$ cat src/rtl/halt_pkg.sv
package halt_pkg;

  typedef enum logic [1:0] {
    HS_RUN  = 2'd0,
    HS_WAIT = 2'd1,
    HS_STOP = 2'd2
  } haltState_e;

  // Control-to-datapath strobes
  typedef struct packed {
    logic halted;   // any halt instruction active
    logic advance;  // core clock enabled this cycle; microcode strobes valid
  } ctlStrobes_t;

endpackage

$ cat src/rtl/halt_ctrl.sv
module halt_ctrl
  import halt_pkg::*;
(
  input  logic        clk,
  input  logic        resN,
  input  logic        rdyIn,
  input  logic        stpStb,
  input  logic        waiStb,
  input  logic        irqN,
  input  logic        nmiN,
  output logic        clkEn,
  output logic        rdyPullLow,
  output ctlStrobes_t ctlOut
);

  haltState_e state, stateNext;
  logic       running;
  logic       anyIrq;

  assign running = (state == HS_RUN);
  assign anyIrq  = ~irqN | ~nmiN;

  // Gating: internal halt and external ready both stall the clock
  assign clkEn      = running & rdyIn;
  assign rdyPullLow = (state == HS_WAIT);

  assign ctlOut.halted  = ~running;
  assign ctlOut.advance = clkEn;

  always_comb begin
    stateNext = state;
    unique case (state)
      HS_RUN: begin
        if (clkEn && stpStb)      stateNext = HS_STOP;
        else if (clkEn && waiStb) stateNext = HS_WAIT;
      end
      HS_WAIT: if (anyIrq) stateNext = HS_RUN;
      HS_STOP: stateNext = HS_STOP;
      default: stateNext = HS_RUN;
    endcase
  end

  always_ff @(posedge clk) begin
    if (!resN) state <= HS_RUN;
    else       state <= stateNext;
  end


  wai_enter_chk: assert property (@(posedge clk) disable iff (!resN)
    (clkEn && waiStb && !stpStb) |=> (rdyPullLow && !clkEn));


  wai_wake_chk: assert property (@(posedge clk) disable iff (!resN)
    (rdyPullLow && (!irqN || !nmiN)) |=> !rdyPullLow && !ctlOut.halted);


  stp_hold_chk: assert property (@(posedge clk) disable iff (!resN)
    (state == HS_STOP) |=> (state == HS_STOP && !clkEn && !rdyPullLow));


  rdy_stall_chk: assert property (@(posedge clk) disable iff (!resN)
    (!rdyIn && running) |=> running);


  stp_prio_chk: assert property (@(posedge clk) disable iff (!resN)
    (clkEn && stpStb && waiStb) |=> (ctlOut.halted && !rdyPullLow));

endmodule

$ cat src/rtl/status_pins.sv
module status_pins
  import halt_pkg::*;
#(
  parameter bit LOCK_SET_WINS = 1'b1
) (
  input  logic        clk,
  input  logic        resN,
  input  ctlStrobes_t ctlIn,
  input  logic        rmwReadStb,
  input  logic        endInstrStb,
  input  logic        vecSelA,
  input  logic        vecSelB,
  input  logic        coreRw,
  input  logic        soN,
  output logic        mlN,
  output logic        vpN,
  output logic        rwOut,
  output logic        vPresetN
);

  logic lockQ, lockNext;
  logic soPrevQ;
  logic presetQ;
  logic setEn, clrEn;

  assign setEn = ctlIn.advance & rmwReadStb;
  assign clrEn = ctlIn.advance & endInstrStb;

  generate
    if (LOCK_SET_WINS) begin : g_setWins
      always_comb begin
        lockNext = lockQ;
        if (clrEn) lockNext = 1'b0;
        if (setEn) lockNext = 1'b1;
      end
    end else begin : g_clrWins
      always_comb begin
        lockNext = lockQ;
        if (setEn) lockNext = 1'b1;
        if (clrEn) lockNext = 1'b0;
      end
    end
  endgenerate

  always_ff @(posedge clk) begin
    if (!resN) begin
      lockQ   <= 1'b0;
      soPrevQ <= 1'b1;
      presetQ <= 1'b0;
    end else begin
      lockQ   <= lockNext;
      soPrevQ <= soN;
      presetQ <= soPrevQ & ~soN;
    end
  end

  assign mlN      = ~lockQ | ctlIn.halted;
  assign vpN      = ~(vecSelA & vecSelB) | ctlIn.halted;
  assign rwOut    = coreRw | ctlIn.halted;
  assign vPresetN = ~presetQ;


  halted_pins_chk: assert property (@(posedge clk) disable iff (!resN)
    ctlIn.halted |-> (mlN && vpN && rwOut));


  preset_single_chk: assert property (@(posedge clk) disable iff (!resN)
    !vPresetN |=> vPresetN);


  lock_hold_chk: assert property (@(posedge clk) disable iff (!resN)
    (lockQ && !(ctlIn.advance && endInstrStb)) |=> lockQ);


  lock_set_chk: assert property (@(posedge clk) disable iff (!resN)
    (ctlIn.advance && rmwReadStb) |=> lockQ);

endmodule

$ cat src/rtl/halt_bus_status.sv
module halt_bus_status
  import halt_pkg::*;
#(
  parameter bit LOCK_SET_WINS = 1'b1
) (
  input  logic clk,
  input  logic resN,
  input  logic rdyIn,
  input  logic rmwReadStb,
  input  logic endInstrStb,
  input  logic vecSelA,
  input  logic vecSelB,
  input  logic stpStb,
  input  logic waiStb,
  input  logic irqN,
  input  logic nmiN,
  input  logic soN,
  input  logic coreRw,
  output logic clkEn,
  output logic rdyPullLow,
  output logic mlN,
  output logic vpN,
  output logic rwOut,
  output logic vPresetN
);

  ctlStrobes_t ctlBus;

  halt_ctrl ctrl_i (
    .clk        (clk),
    .resN       (resN),
    .rdyIn      (rdyIn),
    .stpStb     (stpStb),
    .waiStb     (waiStb),
    .irqN       (irqN),
    .nmiN       (nmiN),
    .clkEn      (clkEn),
    .rdyPullLow (rdyPullLow),
    .ctlOut     (ctlBus)
  );

  status_pins #(.LOCK_SET_WINS(LOCK_SET_WINS)) pins_i (
    .clk         (clk),
    .resN        (resN),
    .ctlIn       (ctlBus),
    .rmwReadStb  (rmwReadStb),
    .endInstrStb (endInstrStb),
    .vecSelA     (vecSelA),
    .vecSelB     (vecSelB),
    .coreRw      (coreRw),
    .soN         (soN),
    .mlN         (mlN),
    .vpN         (vpN),
    .rwOut       (rwOut),
    .vPresetN    (vPresetN)
  );

endmodule

$ cat config.mk
export PLATFORM = sky130hd
export DESIGN_NAME = halt_bus_status
export DESIGN_NICKNAME = d
export VERILOG_FILES = /design/src/rtl/halt_pkg.sv /design/src/rtl/halt_ctrl.sv /design/src/rtl/status_pins.sv /design/src/rtl/halt_bus_status.sv
export SDC_FILE = /design/constraint.sdc
export NUM_CORES = 1
export LEC_CHECK = 0
export CAP_MARGIN = 10
export CORE_AREA = 2 2 39 41
export DETAILED_ROUTE_END_ITERATION = 8
export DIE_AREA = 0 0 41 43
export GPL_TIMING_DRIVEN = 0
export PLACE_DENSITY_LB_ADDON = 0.2
export SETUP_SLACK_MARGIN = 0.15
export SYNTH_ARGS = -nofsm -noshare
export SYNTH_HDL_FRONTEND = slang
export SYNTH_SLANG_ARGS = --single-unit
$ cat constraint.sdc
create_clock -name clk -period 1.01 [get_ports clk]
set_input_delay 0.303 -clock clk [delete_from_list [all_inputs] [get_ports clk]]
set_output_delay 0.303 -clock clk [all_outputs]
set_load 0.05 [all_outputs]
==> flow_summary.json, run 1 <==
{
  "outcome": "finished, violations left",
  "failed_checks": "negative setup slack",
  "die_w_um": 41,
  "p_int_mw": 0.464,
  "io_pins": 19,
  "ir_drop_uv": 511,
  "area_growth_pct": 129,
  "power_frac_clock": 0.343,
  "avgRoutedWirePerCell_um": 9.72,
  "die_area_um2": 1760,
  "drtAntennaViolNets": 0,
  "nets": 65,
  "io_buffers": 18,
  "hold_ws_ps": 389,
  "seq_power_share": 0.339,
  "critPathCaptureType": "output port",
  "finalHoldViolations": 0,
  "drt-initial-drc-count": 2,
  "preCtsSetupSlack_ps": -1380,
  "gp_congestion": 0.638,
  "grt_start_max_net_pins": 9,
  "reg2regPathDepth": 3,
  "hpwl_um": 458,
  "ys_top_cells_by_area": "dfxtp_1 43%, and4bb_1 5.3%, o22ai_2 5.3%",
  "slew_viol_final": 0,
  "num_rows": 14,
  "setup_violations": 7,
  "reg2reg_to": "pins_i.lockQ$_SDFFE_PN0P_",
  "cts_tree": "done",
  "wl_um": 651,
  "p_leak_nw": 0.233,
  "core_area_um2": 1380,
  "ys_types": 15,
  "clkLatencyLatePin_ps": 230,
  "hp-class": "in -> reg",
  "vias_per_cell": 4.01,
  "place_area_um2": 460,
  "drc": 0,
  "min_period_over_period": 1.51,
  "seq_area_frac_synth": 0.426,
  "synth-edff-count": 0,
  "synthesis.area_um2": 235,
  "h-tree-depth": 1,
  "hp-start": "stpStb",
  "yosysMostFrequentCell": "dfxtp_1",
  "synth-seq-cells": 5,
  "p_switching_mw": 0.186,
  "gr-total-overflow": 0,
  "yosysTopAreaCellShare": 0.426,
  "crit_arrival_ps": 1220,
  "grt_setup_unrepaired": "true",
  "grt_usage": 0.0844,
  "clockRootBuffer": "clkbuf_4",
  "min_path_cells": 3,
  "relSlewSlack": 0.868,
  "ys.flop_type": "dfxtp_1",
  "cpPeakStageDelay_ps": 410,
  "crit_fanout": 6,
  "vias": 269,
  "fin_util": 0.390,
  "clk_pin_slew_ps": 40,
  "drtPass1Iterations": 2,
  "antenna_found_initial": 0,
  "path_cells": "or3b_4, clkinvlp_4, buf_8",
  "synth_common_cells": "5 x dfxtp_1, 3 x inv_1, 3 x nand2_1",
  "r2r_slack_ps": -40,
  "crit_slowest_cell": "or3b_4",
  "p_sw_frac": 0.286,
  "cap_violations": 0,
  "finClkSkew_ps": 0.130,
  "die-height_um": 43,
  "synth_warnings": 0,
  "grt_pass1_wl_um": 979,
  "post-route-cell-area_um2": 539,
  "layout_min_cycle_time_ps": 1520,
  "power.density_nw_per_um2": 1200,
  "ctsHoldBuffers": 0,
  "avgSynthCellArea_um2": 9.05,
  "worst_ep_required_time_ps": 710,
  "critical_path_class": "reg -> out",
  "setup.worst_path.start_class": "flip-flop",
  "whs_endpoint": "ctrl_i.state[0]$_SDFFE_PN0P_",
  "clock_path_buffers": 2,
  "synth_async_sr_flop_share": 0,
  "fill_cells": 146,
  "final_cells": 67,
  "pwr-share-comb": 0.319,
  "netlist_instances": 26,
  "synth_nets": 39,
  "grt_pass1_vias": 253,
  "clkSinkCount": 5,
  "synth_top_area_cell": "dfxtp_1",
  "antennaDiodeCount": 0,
  "tritoncts.num_buffers": 3,
  "dpl.cell_count": 60,
  "fin_ws_ps": -511,
  "post_route_cells_drive_above_1_share": 0.471,
  "worst_slew_pin_slew_ps": 198,
  "initial_utilization": 0.170,
  "r2r_start": "ctrl_i.state[0]$_SDFFE_PN0P_",
  "max_freq_mhz": 657
}
==> layout by cell type, fill, tap and decap left out, types with 2 or more instances in the layout <==
cell | synthesis | final
a21oi_1 | 2 | 2
buf_4 | 0 | 3
buf_6 | 0 | 3
buf_8 | 0 | 3
clkbuf_4 | 0 | 3
clkdlybuf4s50_1 | 0 | 7
clkinvlp_4 | 0 | 2
dfxtp_1 | 5 | 2
dfxtp_4 | 0 | 2
dlygate4sd2_1 | 0 | 4
nand2_1 | 3 | 2
==> through the flow <==
step                      total power, mW  TNS (ps)
after global routing                0.698     -2400
after detailed placement            0.411     -6030
after CTS                           0.648     -2080
after global placement              0.408     -5890
after floorplan                     0.325      -578
final                               0.650     -2100
==> worst max-delay path: cells and delay by family, from the launching register on <==
kind / cells / cell delay (ps)
and+or+nand+nor: 1 / 410
DFF: 1 / 350
buffers and inverters: 2 / 210
==> worst max path at each step <==
stage / startpoint / endpoint / slack [ps] / cells after the start
after global routing: ctrl_i.state[0]$_SDFFE_PN0P_ / clkEn / -550 / 3
after detailed placement: rdyIn / clkEn / -1380 / 4
after CTS: ctrl_i.state[1]$_SDFFE_PN0P_ / clkEn / -520 / 3
final: ctrl_i.state[0]$_SDFFE_PN0P_ / clkEn / -510 / 3
after global placement: rdyIn / clkEn / -1390 / 4
after floorplan: ctrl_i.state[0]$_SDFFE_PN0P_ / clkEn / -230 / 2
==> per-layer routing <==
metal / wire (um) / part of all wire / global-route usage / up-vias
met5: 0 / 0 / 0 / -
met4: 0 / 0 / 0.0400 / 0
met3: 47 / 0.072 / 0.0471 / 0
met2: 346 / 0.53 / 0.128 / 12
met1: 257 / 0.39 / 0.0903 / 119
li1: - / - / - / 138
==> logic make-up (layout without fill, tap and decap cells) <==
| group | Yosys count | in the layout | share of synthesized area |
|---|---|---|---|
| compound gates | 3 | 3 | 0.0957 |
| buf+inv | 3 | 28 | 0.0479 |
| flops | 5 | 5 | 0.426 |
| simple gates | 15 | 15 | 0.431 |
==> registers in the layout (all words and copies together), names as in the netlist <==
| name | flops |
|---|---|
| ctrl_i.state | 2 |
| pins_i.lockQ | 1 |
| pins_i.presetQ | 1 |
| pins_i.soPrevQ | 1 |
==> timing repair <==
action / 4_1_cts / 5_1_grt
cloned: 0 / 0
setup endpoints to repair: 11 / 9
resized for setup: 47 / 9
setup buffers: 1 / 2
pin swaps: 3 / 4
==> area by class of cell <==
| class | count | area, um^2 | share of cell area |
|---|---|---|---|
| flip-flops and latches | 5 | 109 | 0.202 |
| repair buffers | 21 | 219 | 0.406 |
| multi-input cells | 18 | 146 | 0.271 |
| inverters | 3 | 18.8 | 0.0348 |
| well taps | 16 | 20.0 | 0.0371 |
| clock buffers | 4 | 26.3 | 0.0487 |
==> power by group through the flow <==
stage | registers, mW | logic, mW | clock network, mW
2_1_floorplan | 0.222 | 0.103 | 0
3_3_place_gp | 0.224 | 0.184 | 0
3_5_place_dp | 0.225 | 0.186 | 0
4_1_cts | 0.221 | 0.192 | 0.235
5_1_grt | 0.222 | 0.220 | 0.256
6_report | 0.220 | 0.207 | 0.223
Power figures use the tool's default switching activity.
==> run 2: changes to the inputs <==
Settings changed: CORE_AREA 2 2 39 41 to 4 4 41 43, DIE_AREA 0 0 41 43 to 0 0 45 47, SLEW_MARGIN set to 10.
==> run 2 against run 1 <==
  * The flow still finishes with violations (negative setup slack)
  * Critical endpoint unchanged
  * Largest power group unchanged
  * Die area rose by 20%
  * Clock power rose by 4%
  * Global-route usage fell by 0.13 points
==> flow_summary.json, run 2 (same netlist as run 1, synthesis figures left out) <==
{
  "clk_pin_slew_ps": 40,
  "whs_endpoint": "ctrl_i.state[0]$_SDFFE_PN0P_",
  "reg2reg_to": "pins_i.lockQ$_SDFFE_PN0P_",
  "layout_min_cycle_time_ps": 1530,
  "clock_path_buffers": 2,
  "vias_per_cell": 4.26,
  "critPathCaptureType": "output port",
  "num_rows": 13,
  "setup_violations": 7,
  "wl_um": 729,
  "area_growth_pct": 143,
  "h-tree-depth": 1,
  "worst_slew_pin_slew_ps": 184,
  "hpwl_um": 534,
  "finalHoldViolations": 0,
  "largest_reg_flops": 2,
  "power.density_nw_per_um2": 1190,
  "grt_pass1_wl_mm": 1.17,
  "hp-class": "in -> reg",
  "gp_congestion": 0.632,
  "cap_violations": 0,
  "outcome": "finished, violations left",
  "grt_start_max_net_pins": 6,
  "crit_arrival_ps": 1220,
  "top_register": "ctrl_i.state",
  "gr-total-overflow": 0,
  "clkLatencyLatePin_ps": 240,
  "preCtsSetupSlack_ps": -1400,
  "grt_usage": 0.0831,
  "finClkSkew_ps": 1.05,
  "fill_cells": 138,
  "antenna_found_initial": 0,
  "p_total_mw": 0.680,
  "crit_fanout": 4,
  "core_area_um2": 1300,
  "post_route_cells_drive_above_1_share": 0.509,
  "vias": 290,
  "drtPass1Iterations": 3,
  "clockRootBuffer": "clkbuf_4",
  "slew_viol_final": 0,
  "failed_checks": "negative setup slack",
  "hold_ws_ps": 396,
  "worst_ep_required_time_ps": 710,
  "final_common_cell": "clkdlybuf4s50_1",
  "setup.worst_path.start_class": "flip-flop",
  "die_w_um": 45,
  "grt_setup_unrepaired": "true",
  "cts_tree": "done",
  "io_pins": 19,
  "relSlewSlack": 0.878,
  "drt-initial-drc-count": 3,
  "clkSinkCount": 5,
  "nets": 67,
  "initial_utilization": 0.181,
  "final_cells": 68,
  "max_freq_mhz": 655,
  "cpPeakStageDelay_ps": 410,
  "fin_ws_ps": -517,
  "r2r_start": "ctrl_i.state[1]$_SDFFE_PN0P_",
  "drc": 0,
  "grt_pass1_vias": 283,
  "min_period_over_period": 1.51,
  "reg2regPathDepth": 3,
  "die_area_um2": 2120,
  "critical_path_class": "reg -> out",
  "antennaDiodeCount": 0,
  "avgRoutedWirePerCell_um": 10.7,
  "dpl.cell_count": 59,
  "p_leak_nw": 0.245,
  "drtAntennaViolNets": 0,
  "r2r_slack_ps": -30,
  "ir_drop_uv": 600,
  "tritoncts.num_buffers": 3,
  "min_path_cells": 3,
  "hp-start": "stpStb",
  "layout_common_cells": "8 x clkdlybuf4s50_1, 4 x buf_8, 4 x buf_6",
  "crit_slowest_cell": "or3b_4",
  "die-height_um": 47,
  "path_cells": "or3b_4, clkinvlp_4, buf_8",
  "io_buffers": 18
}
[run 2: changes by cell type in the layout (fill, tap and decap cells not counted)]
cell	before	now
dlygate4sd2_1	4	3
or3_1	1	0
clkdlybuf4s50_1	7	8
or3_4	0	1
buf_8	3	4
buf_6	3	4
[run 2: how the worst max path moves through the flow]
stage,start,endpoint,cells after the start
2_1_floorplan,ctrl_i.state[0]$_SDFFE_PN0P_,clkEn,2
4_1_cts,ctrl_i.state[1]$_SDFFE_PN0P_,clkEn,3
3_3_place_gp,rdyIn,clkEn,4
6_report,ctrl_i.state[1]$_SDFFE_PN0P_,clkEn,3
3_5_place_dp,rdyIn,clkEn,4
5_1_grt,ctrl_i.state[1]$_SDFFE_PN0P_,clkEn,3
[run 2: area by class of cell]
| cell class | count | area [um^2] | share of cell area |
|---|---|---|---|
| tap | 15 | 18.8 | 0.0329 |
| inverter | 3 | 18.8 | 0.0329 |
| timing repair buffer | 23 | 246 | 0.432 |
| clock buffer | 4 | 26.3 | 0.0461 |
| multi-input combinational | 18 | 151 | 0.265 |
| sequential | 5 | 109 | 0.191 |
[run 2: timing repair]
action	CTS	global route
setup endpoints to repair	10	9
pin swaps	5	4
buffers inserted	4	1
hold buffers	0	0
resized for setup	54	4
[run 2: where the power goes]
part           internal (mW)  switching [mW]
combinational          0.124           0.107
clock                  0.149          0.0830
sequential             0.208         0.00889
[run 2: layer usage]
metal | global-route usage | vias up | share of wire
li1 | - | 142 | -
met1 | 0.0801 | 133 | 0.36
met2 | 0.136 | 13 | 0.52
met3 | 0.0613 | 2 | 0.11
met4 | 0.0351 | 0 | 0.0069
met5 | 0 | - | 0
[run 2: through the flow]
stage / utilization / area, um^2 / setup TNS, ps
4_1_cts: 0.421 / 548 / -2200
6_report: 0.438 / 571 / -2320
2_1_floorplan: - / 260 / -578
5_1_grt: 0.438 / 571 / -2550
3_5_place_dp: 0.353 / 459 / -6010
3_3_place_gp: 0.353 / 459 / -5900
[run 2: worst max-delay path, delay by kind of cell, from the launching register on]
| kind | cells | cell delay (ps) |
|---|---|---|
| buffers and inverters | 2 | 230 |
| DFF | 1 | 350 |
| and+or+nand+nor | 1 | 410 |
==> run 3: changes to the inputs <==
Settings changed: DONT_BUFFER_PORTS set to 1, SYNTH_HIERARCHICAL set to 1.
==> run 3 against run 2 <==
  * The flow still finishes with violations (negative setup slack)
  * Clock power down 2%
  * Wire length is 18% lower
  * Final area decreased by 42%
  * Maximum frequency decreased by 3.2%
  * Die area unchanged
  * Cell count is 29% lower
  * Critical path depth down 1
  * Critical endpoint is now vpN
==> flow_summary.json, run 3 <==
{
  "outcome": "finished, violations left",
  "failed_checks": "negative setup slack",
  "drt-initial-drc-count": 1,
  "ys.flop_type": "dfxtp_1",
  "antennaDiodeCount": 0,
  "initial_utilization": 0.178,
  "max_freq_mhz": 634,
  "wl_um": 595,
  "slew_viol_final": 0,
  "clockRootBuffer": "clkbuf_4",
  "finalHoldViolations": 0,
  "vias_per_cell": 4.13,
  "io_pins": 19,
  "die_area_um2": 2120,
  "gr-total-overflow": 0,
  "top_register": "ctrl_i/state",
  "die_w_um": 45,
  "synth_nets": 39,
  "grt_start_max_net_pins": 6,
  "seq_area_frac_synth": 0.432,
  "h-tree-depth": 1,
  "drtAntennaViolNets": 0,
  "place_area_um2": 265,
  "grt_setup_unrepaired": "true",
  "path_cells": "or2_4, nand3b_1",
  "avgSynthCellArea_um2": 8.90,
  "ys_top_cells_by_area": "dfxtp_1 43%, nand2b_1 8.1%, inv_1 4.9%",
  "worst_slew_pin_slew_ps": 548,
  "reg2regPathDepth": 6,
  "cts_tree": "done",
  "setup_violations": 7,
  "ys_types": 17,
  "nets": 47,
  "worst_ep_required_time_ps": 710,
  "finClkSkew_ps": 0.432,
  "gp_congestion": 0.656,
  "relSlewSlack": 0.634,
  "largest_reg_flops": 2,
  "critical_path_class": "reg -> out",
  "num_rows": 13,
  "grt_pass1_wl_um": 924,
  "core_area_um2": 1300,
  "cpPeakStageDelay_ps": 490,
  "synth-edff-count": 0,
  "drtPass1Iterations": 6,
  "min_period_over_period": 1.56,
  "fin_util": 0.254,
  "crit_slowest_cell": "nand3b_1",
  "netlist_instances": 26,
  "clock_path_buffers": 2,
  "antenna_found_initial": 0,
  "vias": 198,
  "crit_fanout": 2,
  "min_path_cells": 1,
  "setup.worst_path.start_class": "flip-flop",
  "area_growth_pct": 42.7,
  "ctsHoldBuffers": 0,
  "yosysTopAreaCellShare": 0.432,
  "yosysMostFrequentCell": "dfxtp_1",
  "clk_pin_slew_ps": 40,
  "layout_common_cells": "3 x clkbuf_4, 3 x dfxtp_2",
  "clkLatencyLatePin_ps": 240,
  "p_leak_nw": 0.139,
  "post_route_cells_drive_above_1_share": 0.485,
  "finalSetupTns_ps": -2970,
  "avgRoutedWirePerCell_um": 12.4,
  "tritoncts.num_buffers": 3,
  "synthesis.area_um2": 231,
  "drc": 0,
  "crit_arrival_ps": 1270,
  "critPathCaptureType": "output port",
  "clkSinkCount": 5,
  "fin_ws_ps": -567,
  "layout_min_cycle_time_ps": 1580,
  "die-height_um": 47,
  "post-route-cell-area_um2": 330,
  "synth_async_sr_flop_share": 0,
  "hp-class": "in -> reg",
  "synth_warnings": 6,
  "hpwl_um": 484,
  "power.density_nw_per_um2": 1740,
  "grt_pass1_vias": 233,
  "synth_top_area_cell": "dfxtp_1",
  "synth_common_cells": "5 x dfxtp_1, 3 x inv_1, 3 x nand2b_1",
  "ir_drop_uv": 705,
  "synth-seq-cells": 5,
  "grt_usage": 0.0625,
  "cap_violations": 0,
  "io_buffers": 0
}
==> run 3: timing repair <==
item                                    in CTS  in global routing
gates cloned                                 0                  0
endpoints found under the setup margin       7                  8
gates resized for setup                      4                  1
setup buffers                                2                  1
pin swaps                                    2                  3
==> run 3: worst max-delay path: cells and delay by family (launching register included) <==
kind | cells | cell delay [ps]
AND/OR/NAND/NOR | 2 | 730
flip-flops | 1 | 310
==> run 3: area by class of cell <==
cell class	count	area (um^2)
Clock buffer	4	26.3
Timing Repair Buffer	3	26.3
Buffer	1	11.3
Tap cell	15	18.8
Multi-Input combinational cell	17	129
Sequential cell	5	104
Fill cell	159	971
Inverter	3	15.0
==> run 3: worst paths after layout <==
check / from / end / slack (ps)
hold reg to reg: pins_i/soPrevQ$_SDFF_PN1_ / pins_i/presetQ$_SDFF_PN0_ / 400
setup / recovery: ctrl_i/state[1]$_SDFFE_PN0P_ / vpN / -570
setup reg to reg: ctrl_i/state[1]$_SDFFE_PN0P_ / pins_i/lockQ$_SDFFE_PN0P_ / -490
hold / removal: resN / pins_i/soPrevQ$_SDFF_PN1_ / 160
==> run 3: kinds of logic (layout without fill, tap and decap cells) <==
family          Yosys count  after routing  share of synthesized area
simple gates             14             14                      0.405
flops                     5              5                      0.432
buf+inv                   4             11                     0.0811
compound gates            3              3                     0.0811
==> run 3: routing by layer <==
metal	up-vias	global-route usage	part of all wire
li1	97	-	-
met1	89	0.0547	0.35
met2	12	0.0960	0.49
met3	0	0.0690	0.16
met4	0	0.0175	0
met5	-	0	0
==> run 3: stage by stage <==
stage               instances  setup WS [ps]  hold slack, ps  power, mW
floorplan                  26           -344             386      0.323
global placement           41           -391             393      0.330
detailed placement         41           -422             395      0.332
CTS                        47           -590             158      0.584
global route               48           -615             177      0.613
finish                     48           -567             164      0.576
==> run 3: power by group <==
part           leakage, nW  switching [mW]  internal [mW]
Sequential          0.0424         0.00747          0.211
Clock               0.0150          0.0778          0.149
Combinational       0.0819          0.0818         0.0493
Total                0.139           0.167          0.409
